File: src/rtl/dmem_pkg.sv
package dmem_pkg;
  typedef enum logic [1:0] {
    AM_DIRECT  = 2'd0,
    AM_IND     = 2'd1,
    AM_IND_INC = 2'd2,
    AM_IND_DEC = 2'd3
  } amode_e;
endpackage

File: src/rtl/dmem_addr_gen.sv
module dmem_addr_gen
  import dmem_pkg::*;
#(
  parameter int ADDR_W = 8
) (
  input  amode_e              mode,
  input  logic                ptr_sel,
  input  logic [ADDR_W-1:0]   dir_addr,
  input  logic [ADDR_W-1:0]   ptr_b,
  input  logic [ADDR_W-1:0]   ptr_x,
  output logic [ADDR_W-1:0]   eff_addr,
  output logic                step_en,
  output logic [ADDR_W-1:0]   step_val
);
  logic [ADDR_W-1:0] base;

  always_comb begin
    base     = ptr_sel ? ptr_x : ptr_b;
    eff_addr = (mode == AM_DIRECT) ? dir_addr : base;
    step_en  = (mode == AM_IND_INC) || (mode == AM_IND_DEC);
    if (mode == AM_IND_DEC) step_val = base - ADDR_W'(1);
    else                    step_val = base + ADDR_W'(1);
  end
endmodule

File: src/rtl/dmem_ram.sv
module dmem_ram #(
  parameter int DATA_W = 8,
  parameter int DEPTH  = 48,
  localparam int IDX_W = $clog2(DEPTH)
) (
  input  logic              clk,
  input  logic              we,
  input  logic [IDX_W-1:0]  idx,
  input  logic [DATA_W-1:0] wdata,
  output logic [DATA_W-1:0] rdata
);
  logic [DATA_W-1:0] mem [DEPTH];

  always_ff @(posedge clk) begin
    if (we) mem[idx] <= wdata;
  end

  assign rdata = mem[idx];
endmodule

File: src/rtl/dmem_ptr_regs.sv
module dmem_ptr_regs #(
  parameter int ADDR_W = 8,
  parameter int IMM_W  = 4,
  parameter logic [ADDR_W-1:0] X_LOC  = 8'hFC,
  parameter logic [ADDR_W-1:0] SP_LOC = 8'hFD,
  parameter logic [ADDR_W-1:0] B_LOC  = 8'hFE
) (
  input  logic              clk,
  input  logic              rst,
  input  logic              ldb_valid,
  input  logic [IMM_W-1:0]  ldb_imm,
  input  logic              step_b,
  input  logic              step_x,
  input  logic [ADDR_W-1:0] step_val,
  input  logic              wr_en,
  input  logic [ADDR_W-1:0] wr_addr,
  input  logic [ADDR_W-1:0] wr_data,
  output logic [ADDR_W-1:0] ptr_b,
  output logic [ADDR_W-1:0] ptr_x,
  output logic [ADDR_W-1:0] ptr_sp
);
  always_ff @(posedge clk) begin
    if (rst) begin
      ptr_b  <= '0;
      ptr_x  <= '0;
      ptr_sp <= '0;
    end else begin
      if (ldb_valid)                        ptr_b <= ADDR_W'(ldb_imm);
      else if (step_b)                      ptr_b <= step_val;
      else if (wr_en && wr_addr == B_LOC)   ptr_b <= wr_data;

      if (step_x)                           ptr_x <= step_val;
      else if (wr_en && wr_addr == X_LOC)   ptr_x <= wr_data;

      if (wr_en && wr_addr == SP_LOC)       ptr_sp <= wr_data;
    end
  end
endmodule

File: src/rtl/dmem_space.sv
module dmem_space
  import dmem_pkg::*;
#(
  parameter int DATA_W    = 8,
  parameter int ADDR_W    = 8,
  parameter int RAM_DEPTH = 48,
  parameter int ONES_END  = 128,
  parameter int IMM_W     = 4,
  parameter logic [ADDR_W-1:0] X_LOC  = 8'hFC,
  parameter logic [ADDR_W-1:0] SP_LOC = 8'hFD,
  parameter logic [ADDR_W-1:0] B_LOC  = 8'hFE
) (
  input  logic              clk,
  input  logic              rst,
  input  logic              req_valid,
  input  logic [1:0]        req_mode,
  input  logic              req_ptr_sel,
  input  logic [ADDR_W-1:0] req_addr,
  input  logic              req_we,
  input  logic [DATA_W-1:0] req_wdata,
  input  logic              ldb_valid,
  input  logic [IMM_W-1:0]  ldb_imm,
  output logic [DATA_W-1:0] rd_data
);
  localparam int IDX_W = $clog2(RAM_DEPTH);
  localparam logic [ADDR_W-1:0] RAM_LAST  = ADDR_W'(RAM_DEPTH - 1);
  localparam logic [ADDR_W-1:0] ONES_LAST = ADDR_W'(ONES_END - 1);

  amode_e            mode;
  logic [ADDR_W-1:0] ptr_b, ptr_x, ptr_sp;
  logic [ADDR_W-1:0] eff_addr, step_val;
  logic              step_en;
  logic              wr_en, in_ram;
  logic [DATA_W-1:0] ram_rdata;

  assign mode   = amode_e'(req_mode);
  assign wr_en  = req_valid && req_we;
  assign in_ram = (eff_addr <= RAM_LAST);

  dmem_addr_gen #(.ADDR_W(ADDR_W)) agen_i (
    .mode     (mode),
    .ptr_sel  (req_ptr_sel),
    .dir_addr (req_addr),
    .ptr_b    (ptr_b),
    .ptr_x    (ptr_x),
    .eff_addr (eff_addr),
    .step_en  (step_en),
    .step_val (step_val)
  );

  dmem_ram #(.DATA_W(DATA_W), .DEPTH(RAM_DEPTH)) ram_i (
    .clk   (clk),
    .we    (wr_en && in_ram),
    .idx   (eff_addr[IDX_W-1:0]),
    .wdata (req_wdata),
    .rdata (ram_rdata)
  );

  dmem_ptr_regs #(
    .ADDR_W(ADDR_W), .IMM_W(IMM_W),
    .X_LOC(X_LOC), .SP_LOC(SP_LOC), .B_LOC(B_LOC)
  ) ptrs_i (
    .clk       (clk),
    .rst       (rst),
    .ldb_valid (ldb_valid),
    .ldb_imm   (ldb_imm),
    .step_b    (req_valid && step_en && !req_ptr_sel),
    .step_x    (req_valid && step_en && req_ptr_sel),
    .step_val  (step_val),
    .wr_en     (wr_en),
    .wr_addr   (eff_addr),
    .wr_data   (ADDR_W'(req_wdata)),
    .ptr_b     (ptr_b),
    .ptr_x     (ptr_x),
    .ptr_sp    (ptr_sp)
  );

  always_comb begin
    if (in_ram)                     rd_data = ram_rdata;
    else if (eff_addr <= ONES_LAST) rd_data = '1;
    else if (eff_addr == X_LOC)     rd_data = DATA_W'(ptr_x);
    else if (eff_addr == SP_LOC)    rd_data = DATA_W'(ptr_sp);
    else if (eff_addr == B_LOC)     rd_data = DATA_W'(ptr_b);
    else                            rd_data = '0;
  end
endmodule

File: config.mk
export PLATFORM = sky130hd
export DESIGN_NAME = dmem_space
export DESIGN_NICKNAME = d
export VERILOG_FILES = /design/src/rtl/dmem_pkg.sv /design/src/rtl/dmem_addr_gen.sv /design/src/rtl/dmem_ram.sv /design/src/rtl/dmem_ptr_regs.sv /design/src/rtl/dmem_space.sv
export SDC_FILE = /design/constraint.sdc
export NUM_CORES = 1
export LEC_CHECK = 0
export CAP_MARGIN = 20
export CORE_ASPECT_RATIO = 0.6
export CORE_MARGIN = 3
export CORE_UTILIZATION = 50
export DETAILED_ROUTE_END_ITERATION = 8
export DONT_BUFFER_PORTS = 1
export PLACE_DENSITY_LB_ADDON = 0.3
export REMOVE_ABC_BUFFERS = 1
export SYNTH_ARGS = -nofsm -noshare
export SYNTH_HDL_FRONTEND = slang
export SYNTH_SLANG_ARGS = --single-unit
File: constraint.sdc
create_clock -name clk -period 3.1 [get_ports clk]
set_clock_uncertainty 0.1 [all_clocks]
set_input_delay 0.155 -clock clk [delete_from_list [all_inputs] [get_ports clk]]
set_output_delay 0.155 -clock clk [all_outputs]
set_load 0.02 [all_outputs]
==> results by group, run 1 <==
Timing
  • Worst setup margin: -250 ps
  • Rel. slew slack: a little under two fifths
  • RSZ-0062 raised after global routing: true
  • Pins Over Slew Limit: 0
  • Fin crit share: 108%
  • Setup TNS: -1100 ps
  • Fin. Hold Viols: 0
  • Final setup viols: 7
  • Fmax: 0.299 GHz
  • Least-Margin Pin Slew: 939 ps
  • Min Tclk post-route: between 3000 and 4000 ps

Critical path
  • FF-to-FF setup slack: 70 ps
  • CP max FO: 18
  • Critical Path Start: ptrs_i.ptr_x[0]$_SDFFE_PP0P_
  • Worst path required time: 2840 ps
  • R2R Path Start: ptrs_i.ptr_x[0]$_SDFFE_PP0P_
  • Critical path class: register to primary output
  • Startpoint types: register
  • CP arrival: 3090 ps
  • Reg2reg end: ptrs_i.ptr_x[1]$_SDFFE_PP0P_
  • Depth of the worst register-to-register path: 9
  • Crit path capture type: primary output

Synthesis
  • Synth top area cells: edfxtp_1 (66%), mux2i_1 (6.7%), nand2_1 (4.5%)
  • FFs w/ async S/R, synth: 0%
  • Yosys cell types: 70
  • Post-synth EDFFs: 384
  • Synth Instances: between 1000 and 1500
  • Yosys warning count: 0
  • Yosys reg bits: 408
  • Synth area leader: edfxtp_1
  • Register area share after synthesis: 69.0%
  • Syn_area_per_cell: 14.0 sq um
  • Mapped Area: 0.0174 sq mm
  • Post-synth top cells: edfxtp_1 (384), nand2_1 (210), mux2i_1 (116)
  • Synth top area share: between 60% and 70%
  • Top-count cell post-synth: edfxtp_1
  • Dominant synthesized flop cell: edfxtp_1

Pwr
  • Leak: roughly 7.4 nW
  • PD cells: 578 mW/mm^2
  • Max IR drop VDD: 0.000468 V
  • Total chip power: about 12 mW

GRT
  • Largest net degree at the start of global routing: 53
  • Vias in the first global route: 11100
  • Total grt overflow: 0
  • Initial antenna violation count: 6
  • GRT Overall Usage: 28.4%
  • First-pass GRT wire length: approximately 76 mm

Clocking
  • CTS clk-pin slew, worst paths: 70 ps
  • Worst skew pair latency: 540 ps
  • H-tree depth: 2
  • Clock root cell: clkbuf_16
  • CTS tree: yes
  • Clock Sinks: 408
  • CTS Buf Count: 37
  • Clk buf depth: 3

Status
  • Status: complete, but fails checks
  • Violated checks: setup timing

Cells and area
  • Final instance area: 0.0211 sq mm
  • Final non-filler cell total: around 1900
  • Area delta synth->final: 20.9%
  • Nets: 1433
  • Layout cells sized above 1: 22.7%

Hold path
  • Hold Path Depth: 3
  • Worst hold path class: input port to register
  • Worst Hold End: ptrs_i.ptr_x[0]$_SDFFE_PP0P_
  • Hold Startpoint: req_valid

Place
  • Post-Place Cells: 1755
  • I/O Buffers: 0
  • Post-detail-place hpwl: roughly 33 mm
  • Pre-CTS setup slack: 41.1 ps
  • Placed standard-cell area: 0.0186 sq mm
  • RePlAce Congestion: 0.998

Floorplan
  • Starting Density: approximately half
  • Die area: 0.0372 sq mm
  • Die height: 151 microns
  • Rows: 52
  • Top Ports: 36
  • Die W: around 250 microns
  • Core box area: 0.0340 sq mm

Drt
  • DR WL/cell: 28.2 microns
  • Vias/cell: 6.42
  • Post-route ant nets: 0
  • Starting DRC count in detailed routing: around 1800
  • DRC: 0
  • TritonRoute pass-1 iters: 5
  • Via count: 12100
  • WL final: 53.1 mm

Run
  • Max cap viols: 0
==> where the power goes <==
part	internal, mW	leakage [nW]	switching, mW
logic	0.632	3.18	1.03
clock network	2.45	0.548	2.01
registers	6.04	3.65	0.0141
total	9.13	7.37	3.05
==> final cells by class <==
cell class              count  area [sq um]
inverters                  10          37.5
repair buffers            183          1920
fillers                  2500         13000
diodes                      2          5.00
clock inverters            18           176
flip-flops and latches    408         12000
well taps                 459           574
multi-input cells         761          5380
clock buffers              44           952
==> per-stage QoR <==
stage	hold WS, ps	utilization [%]
floorplan	124	-
global placement	130	54.6
detailed placement	132	54.6
CTS	2.69	60.8
global route	111	61.9
finish	68.7	61.9
==> cells by family (layout without fill, tap and decap cells) <==
| logic type | after synthesis | in the layout | share of synthesized area (%) |
|---|---|---|---|
| adder cells (fa/ha/maj) | 4 | 4 | 0.287 |
| multiplexers | 142 | 142 | 9.46 |
| flip-flops | 408 | 408 | 69.0 |
| AO/OA/AOI/OAI | 124 | 124 | 5.54 |
| other | 0 | 2 | 0 |
| XOR/XNOR | 8 | 8 | 0.402 |
| buffers and inverters | 78 | 255 | 2.67 |
| AND/OR/NAND/NOR | 483 | 483 | 12.7 |
==> sequential cells by signal, summed over array words and instances, names as in the netlist <==
register,cells
ptrs_i.ptr_x,8
ptrs_i.ptr_b,8
ram_i.mem,384
ptrs_i.ptr_sp,8
==> worst max-delay path: stages (launching register included) <==
cell      delay [ps]
dfxtp_4          360
mux2i_4          230
buf_4            150
a21o_2           260
buf_4            340
mux2i_1          250
a211oi_2         270
nand4_1          190
o31a_1           340
buf_12           150
==> layout by cell type, fill, tap and decap left out, types with 14 or more instances in the layout <==
cell and count:
dlygate4sd3_1 32, nand4_1 20, mux4_2 15, dfxtp_1 20, nor2_1 88, edfxtp_1 384, clkbuf_16 38, nand2_1 210
buf_4 115, mux2i_1 95, a32oi_1 14, mux2i_2 16, a211oi_1 20, nand3_1 101
==> layer usage <==
metal  wire length, microns  GRT usage (%)  part of all wire (%)
met4                   1230           6.54                   2.3
met1                  22400           43.9                    42
met3                   8000           10.4                    15
met5                     40              0                 0.075
met2                  21400           37.9                    40
==> worst max-delay path by stage <==
| stage | endpoint | slack (ps) |
|---|---|---|
| 6_report | rd_data[3] | -250 |
| 3_5_place_dp | rd_data[1] | 40 |
| 3_3_place_gp | rd_data[1] | 10 |
| 2_1_floorplan | rd_data[4] | -6330 |
| 4_1_cts | rd_data[3] | -240 |
| 5_1_grt | rd_data[3] | -240 |
==> timing repair <==
action | in CTS | in global routing
hold buffers | 40 | 0
cloned | 4 | 1
pin swaps | 9 | 16
setup endpoints to repair | 8 | 10
setup buffers | 12 | 10
gates resized for setup | 53 | 60
hold endpoints to repair | 408 | 0
Power figures use the tool's default switching activity.
==> inputs of run 2 (changes only) <==
--- a/config.mk
+++ b/config.mk
@@ -13,6 +13,7 @@
 export DONT_BUFFER_PORTS = 1
 export PLACE_DENSITY_LB_ADDON = 0.3
 export REMOVE_ABC_BUFFERS = 1
+export SKIP_CTS_REPAIR_TIMING = 1
 export SYNTH_ARGS = -nofsm -noshare
 export SYNTH_HDL_FRONTEND = slang
 export SYNTH_SLANG_ARGS = --single-unit
==> constraint.sdc (replaced) <==
create_clock -name clk -period 3.1 [get_ports clk]
set_clock_uncertainty 0.1 [all_clocks]
set_input_delay 0.155 -clock clk [delete_from_list [all_inputs] [get_ports clk]]
set_output_delay 0.155 -clock clk [all_outputs]
set_load 0.05 [all_outputs]
==> results by group, run 2 (synthesis gave the netlist of run 1 again) <==
Status
  • Status: complete, but fails checks
  • Violated checks: setup timing

Critical path
  • Depth of the worst register-to-register path: 12
  • FF-to-FF setup slack: around 100 ps
  • CP arrival: 3150 ps
  • Worst path required time: 2840 ps
  • Critical path class: register to primary output
  • CP Depth: 13
  • Worst Setup EP: rd_data[7]
  • Family with the most delay on the worst path: compound AO/OA/AOI/OAI gates
  • Worst path slowest cell: dfxtp_2
  • Worst-path cell chain: mux2i_1, buf_6, a21oi_4, buf_12, buf_6, clkbuf_16, buf_6, mux2i_1, mux2i_2, a221oi_2, a31oi_1, o21a_1, buf_12
  • Startpoint types: register
  • Critical Path Start: ptrs_i.ptr_b[1]$_SDFFE_PP0P_
  • WP buf/inv: 6
  • CP most frequent cell: buf_6
  • Crit path capture type: primary output
  • Critical path's largest stage delay: 340 ps
  • R2R Path Start: ptrs_i.ptr_x[0]$_SDFFE_PP0P_
  • Reg2reg end: ptrs_i.ptr_b[0]$_SDFFE_PP0P_
  • CP max FO: 6

Pwr
  • Sw Share: 24.8%
  • Int Pwr: between 9 and 10 mW
  • Max IR drop VDD: 0.000452 V
  • NetSw: 3.18 mW
  • Comb pwr share: approximately 15%
  • Clk pwr share: 37.7%
  • Sequential fraction of design power: ~47%
  • Leak: 7.82 nW
  • PD cells: 588 mW/mm^2

Clocking
  • H-tree depth: 2
  • Worst skew pair latency: 540 ps
  • Clock Sinks: 408
  • Clk buf depth: 3
  • CTS Buf Count: 37
  • CTS tree: yes
  • CTS clk-pin slew, worst paths: 70 ps
  • Clock root cell: clkbuf_16

GRT
  • GRT Overall Usage: 26.8%
  • Total grt overflow: 0
  • First-pass GRT wire length: about 72 mm
  • Vias in the first global route: 10700
  • Largest net degree at the start of global routing: 60
  • Initial antenna violation count: 4

Floorplan
  • Rows: 52
  • Top Ports: 36
  • Starting Density: roughly half
  • Core box area: between 0.03 and 0.04 sq mm
  • Die W: between 200 and 250 microns
  • Die height: 151 microns
  • Die area: 0.0372 sq mm

Drt
  • TritonRoute pass-1 iters: 6
  • Post-route ant nets: 0
  • Via count: 12000
  • DRC: 0
  • DR WL/cell: 27.2 microns
  • Starting DRC count in detailed routing: around 1900
  • WL final: 53.0 mm
  • Vias/cell: 6.17

Timing
  • Fin. Hold Viols: 0
  • Fin crit share: 110%
  • RSZ-0062 raised after global routing: true
  • Worst setup margin: -302 ps
  • Hold_ws: 13.0 ps
  • Least-Margin Pin Slew: 793 ps
  • Fmax: 0.294 GHz
  • Min Tclk post-route: 3400 ps
  • Rel. slew slack: 46.9%
  • Final setup viols: 8
  • Pins Over Slew Limit: 0

Run
  • Max cap viols: 0

Cells and area
  • Area occupied by multi-input gates: 0.00535 sq mm
  • Register area: ~0.012 sq mm
  • Most common cell after layout, fill and taps aside: edfxtp_1
  • Commonest non-fill, non-tap cells in the layout: edfxtp_1 (384), nand2_1 (210), buf_4 (161)
  • Area delta synth->final: 24.9%
  • Biggest register: ram_i.mem
  • Max reg flops: around 380
  • Nets: 1488
  • Layout cells sized above 1: roughly 26%
  • Final instance area: roughly 0.022 sq mm
  • Number of fill cells: roughly 2400

Place
  • Post-detail-place hpwl: ~33 mm
  • Placed standard-cell area: 0.0188 sq mm
  • RePlAce Congestion: 0.963
  • I/O Buffers: 0

Hold path
  • Worst hold path class: input port to register
run 2: changes by cell type in the layout (fill, tap and decap cells not counted), moves of 5 or more:
cell,previous run,this run
buf_12,13,20
dlygate4sd3_1,32,26
buf_4,115,161
mux2i_1,95,100
clkbuf_16,38,49
nor2_1,88,94
run 2: worst min-delay path by stage:
stage	cells after the start	startpoint	slack, ps	to
finish	4	req_ptr_sel	10	ptrs_i.ptr_b[6]$_SDFFE_PP0P_
global route	3	req_ptr_sel	50	ptrs_i.ptr_b[7]$_SDFFE_PP0P_
CTS	1	rst	-430	ptrs_i.ptr_x[5]$_SDFFE_PP0P_
detailed placement	1	rst	130	ptrs_i.ptr_x[5]$_SDFFE_PP0P_
global placement	1	rst	130	ptrs_i.ptr_x[5]$_SDFFE_PP0P_
floorplan	1	rst	120	ptrs_i.ptr_b[2]$_SDFFE_PP0P_
run 2: through the flow:
stage                TNS, ps  std cells  power (mW)  worst slack [ps]  utilization, %
floorplan           -1280270       1179        7.01             -6750               -
finish                 -1780       1946        12.8              -302            64.0
detailed placement         0       1778        7.56              53.0            55.4
CTS                    -3610       1846        12.3              -520            59.1
global placement           0       1778        7.55              58.4            55.4
global route           -2250       1945        13.1              -362            64.0
run 2: cell type report:
class,count,share of cell area [%]
Antenna cell,2,0.0230
Clock buffer,48,4.74
Clock inverter,20,1.04
Inverter,10,0.172
Multi-Input combinational cell,761,24.6
Sequential cell,408,55.2
Tap cell,459,2.64
Timing Repair Buffer,238,11.6
run 2: power by group through the flow:
stage	sequential, mW	combinational [mW]	clock (mW)
final	6.06	1.92	4.82
after global routing	6.05	1.98	5.07
after CTS	6.06	1.39	4.84
after detailed placement	6.18	1.38	0
after global placement	6.17	1.38	0
after floorplan	6.17	0.834	0
run 2: routing by layer:
layer	part of all wire, %	up-vias	track usage, %
li1	-	5156	-
met1	41	5898	41.8
met2	41	846	36.1
met3	16	94	9.33
met4	2.0	4	5.45
met5	0.043	-	0
run 2: tightest hold or removal path, delay by kind of cell:
family	cells	cell delay [ps]
xor+xnor	1	180
simple gates	1	90
compound gates	1	50
mux	1	130
==> inputs of run 3 (changes only) <==
--- a/config.mk
+++ b/config.mk
@@ -12,7 +12,6 @@
 export DETAILED_ROUTE_END_ITERATION = 8
 export DONT_BUFFER_PORTS = 1
 export PLACE_DENSITY_LB_ADDON = 0.3
-export REMOVE_ABC_BUFFERS = 1
 export SKIP_CTS_REPAIR_TIMING = 1
 export SYNTH_ARGS = -nofsm -noshare
 export SYNTH_HDL_FRONTEND = slang
==> results by group, run 3 (synthesis gave the netlist of run 1 again) <==
Cells and area
  • Layout cells sized above 1: 22.5%
  • Nets: 1452
  • Area delta synth->final: 21.2%
  • Biggest register: ram_i.mem
  • Commonest non-fill, non-tap cells in the layout: edfxtp_1 (384), nand2_1 (210), buf_4 (142)
  • Max reg flops: between 300 and 400
  • Fin util: 62.0%
  • Most common cell after layout, fill and taps aside: edfxtp_1

Critical path
  • CP arrival: between 3000 and 4000 ps
  • Worst path slowest cell: mux4_2
  • Worst-path cell chain: mux2i_4, a21oi_4, buf_6, buf_12, mux4_2, and2_4, a211oi_4, nand4_1, o31a_1, buf_12
  • Startpoint types: register
  • Crit path capture type: primary output
  • Critical path's largest stage delay: 520 ps
  • Worst path required time: 2840 ps
  • Critical path class: register to primary output
  • CP max FO: 6
  • CP most frequent cell: buf_12

GRT
  • GRT Overall Usage: a little over a quarter
  • Met1 Track Usage GR: 41.4%
  • Initial antenna violation count: 1
  • Total grt overflow: 0
  • Largest net degree at the start of global routing: 53
  • M2 GR Usage: a little over a third
  • First-pass GRT wire length: 72.7 mm
  • Gr busiest metal: met1
  • Met3 usage: between 10% and 20%
  • Vias in the first global route: ~11000

Floorplan
  • Die W: approximately 250 microns
  • Core box area: between 0.03 and 0.04 sq mm
  • Die area: roughly 0.037 sq mm
  • Die height: ~150 microns
  • Top Ports: 36
  • Rows: 52
  • Starting Density: 51.2%

Place
  • Post-detail-place hpwl: 33.3 mm
  • RePlAce Congestion: just under 1
  • I/O Buffers: 0
  • Pre-CTS setup slack: 42.4 ps

Timing
  • Min Tclk post-route: 3350 ps
  • RSZ-0062 raised after global routing: true
  • Setup TNS: -1540 ps
  • Least-Margin Pin Slew: 874 ps
  • Rel. slew slack: 41.5%
  • Fin. Hold Viols: 0
  • Fin crit share: 108%
  • Worst setup margin: -247 ps
  • Fmax: 0.299 GHz
  • Pins Over Slew Limit: 0
  • Final setup viols: 9

Clocking
  • CTS clk-pin slew, worst paths: 70 ps
  • CTS Buf Count: 36
  • Worst skew pair latency: 530 ps
  • H-tree depth: 2
  • Clock root cell: clkbuf_16
  • Clk buf depth: 3
  • Clock Sinks: between 400 and 500
  • CTS tree: yes

Synthesis
  • Syn_nets: 1279

Pwr
  • PD cells: about 580 mW/mm^2
  • Leak: 7.50 nW
  • Max IR drop VDD: 0.000517 V

Run
  • Max cap viols: 0

Status
  • Status: complete, but fails checks
  • Violated checks: setup timing

Drt
  • Via count: between 10000 and 15000
  • Post-route ant nets: 0
  • DRC: 0
  • Starting DRC count in detailed routing: between 2000 and 2500
  • WL final: 52.8 mm
  • TritonRoute pass-1 iters: 6
  • DR WL/cell: 27.7 microns
  • Vias/cell: 6.27

Hold path
  • Worst hold path class: input port to register
[run 3: cell count changes in the layout (fill, tap and decap cells not counted), moves of 4 or more]
| cell | delta |
|---|---|
| a22oi_1 | +4 |
| a22oi_2 | -4 |
| buf_12 | -6 |
| buf_4 | -19 |
| buf_6 | -9 |
| bufinv_16 | -4 |
[run 3: power by group]
part	internal (mW)	switching, mW
clock network	2.33	1.99
logic	0.717	1.10
registers	6.04	0.0148
total	9.09	3.10
[run 3: layout make-up]
type | instances | area [sq um]
Antenna cell | 2 | 5.00
Clock buffer | 46 | 981
Clock inverter | 19 | 125
Fill cell | 2464 | 12900
Inverter | 10 | 37.5
Multi-Input combinational cell | 761 | 5200
Sequential cell | 408 | 12000
Tap cell | 459 | 574
Timing Repair Buffer | 203 | 2170
[run 3: path summary, 6_finish.rpt]
check                               start                      endpoint  slack (ps)  depth (start not counted)
max          ptrs_i.ptr_x[0]$_SDFFE_PP0P_                    rd_data[3]        -250                         10
min                           req_mode[1]  ptrs_i.ptr_b[3]$_SDFFE_PP0P_           3                          4
max reg2reg  ptrs_i.ptr_x[0]$_SDFFE_PP0P_  ptrs_i.ptr_b[0]$_SDFFE_PP0P_           0                         12
min reg2reg  ptrs_i.ptr_x[0]$_SDFFE_PP0P_  ptrs_i.ptr_x[0]$_SDFFE_PP0P_         380                          1
[run 3: critical path, delay by kind of cell, from the launching register on]
kind | cells | cell delay (ps)
compound gates | 3 | 770
buf+inv | 3 | 430
flops | 1 | 370
mux | 2 | 620
simple gates | 2 | 370
[run 3: layer usage]
layer / part of all wire (%) / wire, microns
met5: 0 / 0
met4: 1.9 / 992
met3: 16 / 8670
met2: 40 / 21200
met1: 41 / 21900
[run 3: per-stage QoR]
step / hold slack, ps / total power [mW] / area (sq um) / cells
6_report: 2.60 / 12.2 / 21100 / 1908
5_1_grt: 26.3 / 12.5 / 21100 / 1906
4_1_cts: -422 / 11.8 / 19900 / 1839
3_5_place_dp: 131 / 7.55 / 18800 / 1774
3_3_place_gp: 128 / 7.55 / 18800 / 1774
2_1_floorplan: 154 / 7.01 / 17400 / 1247
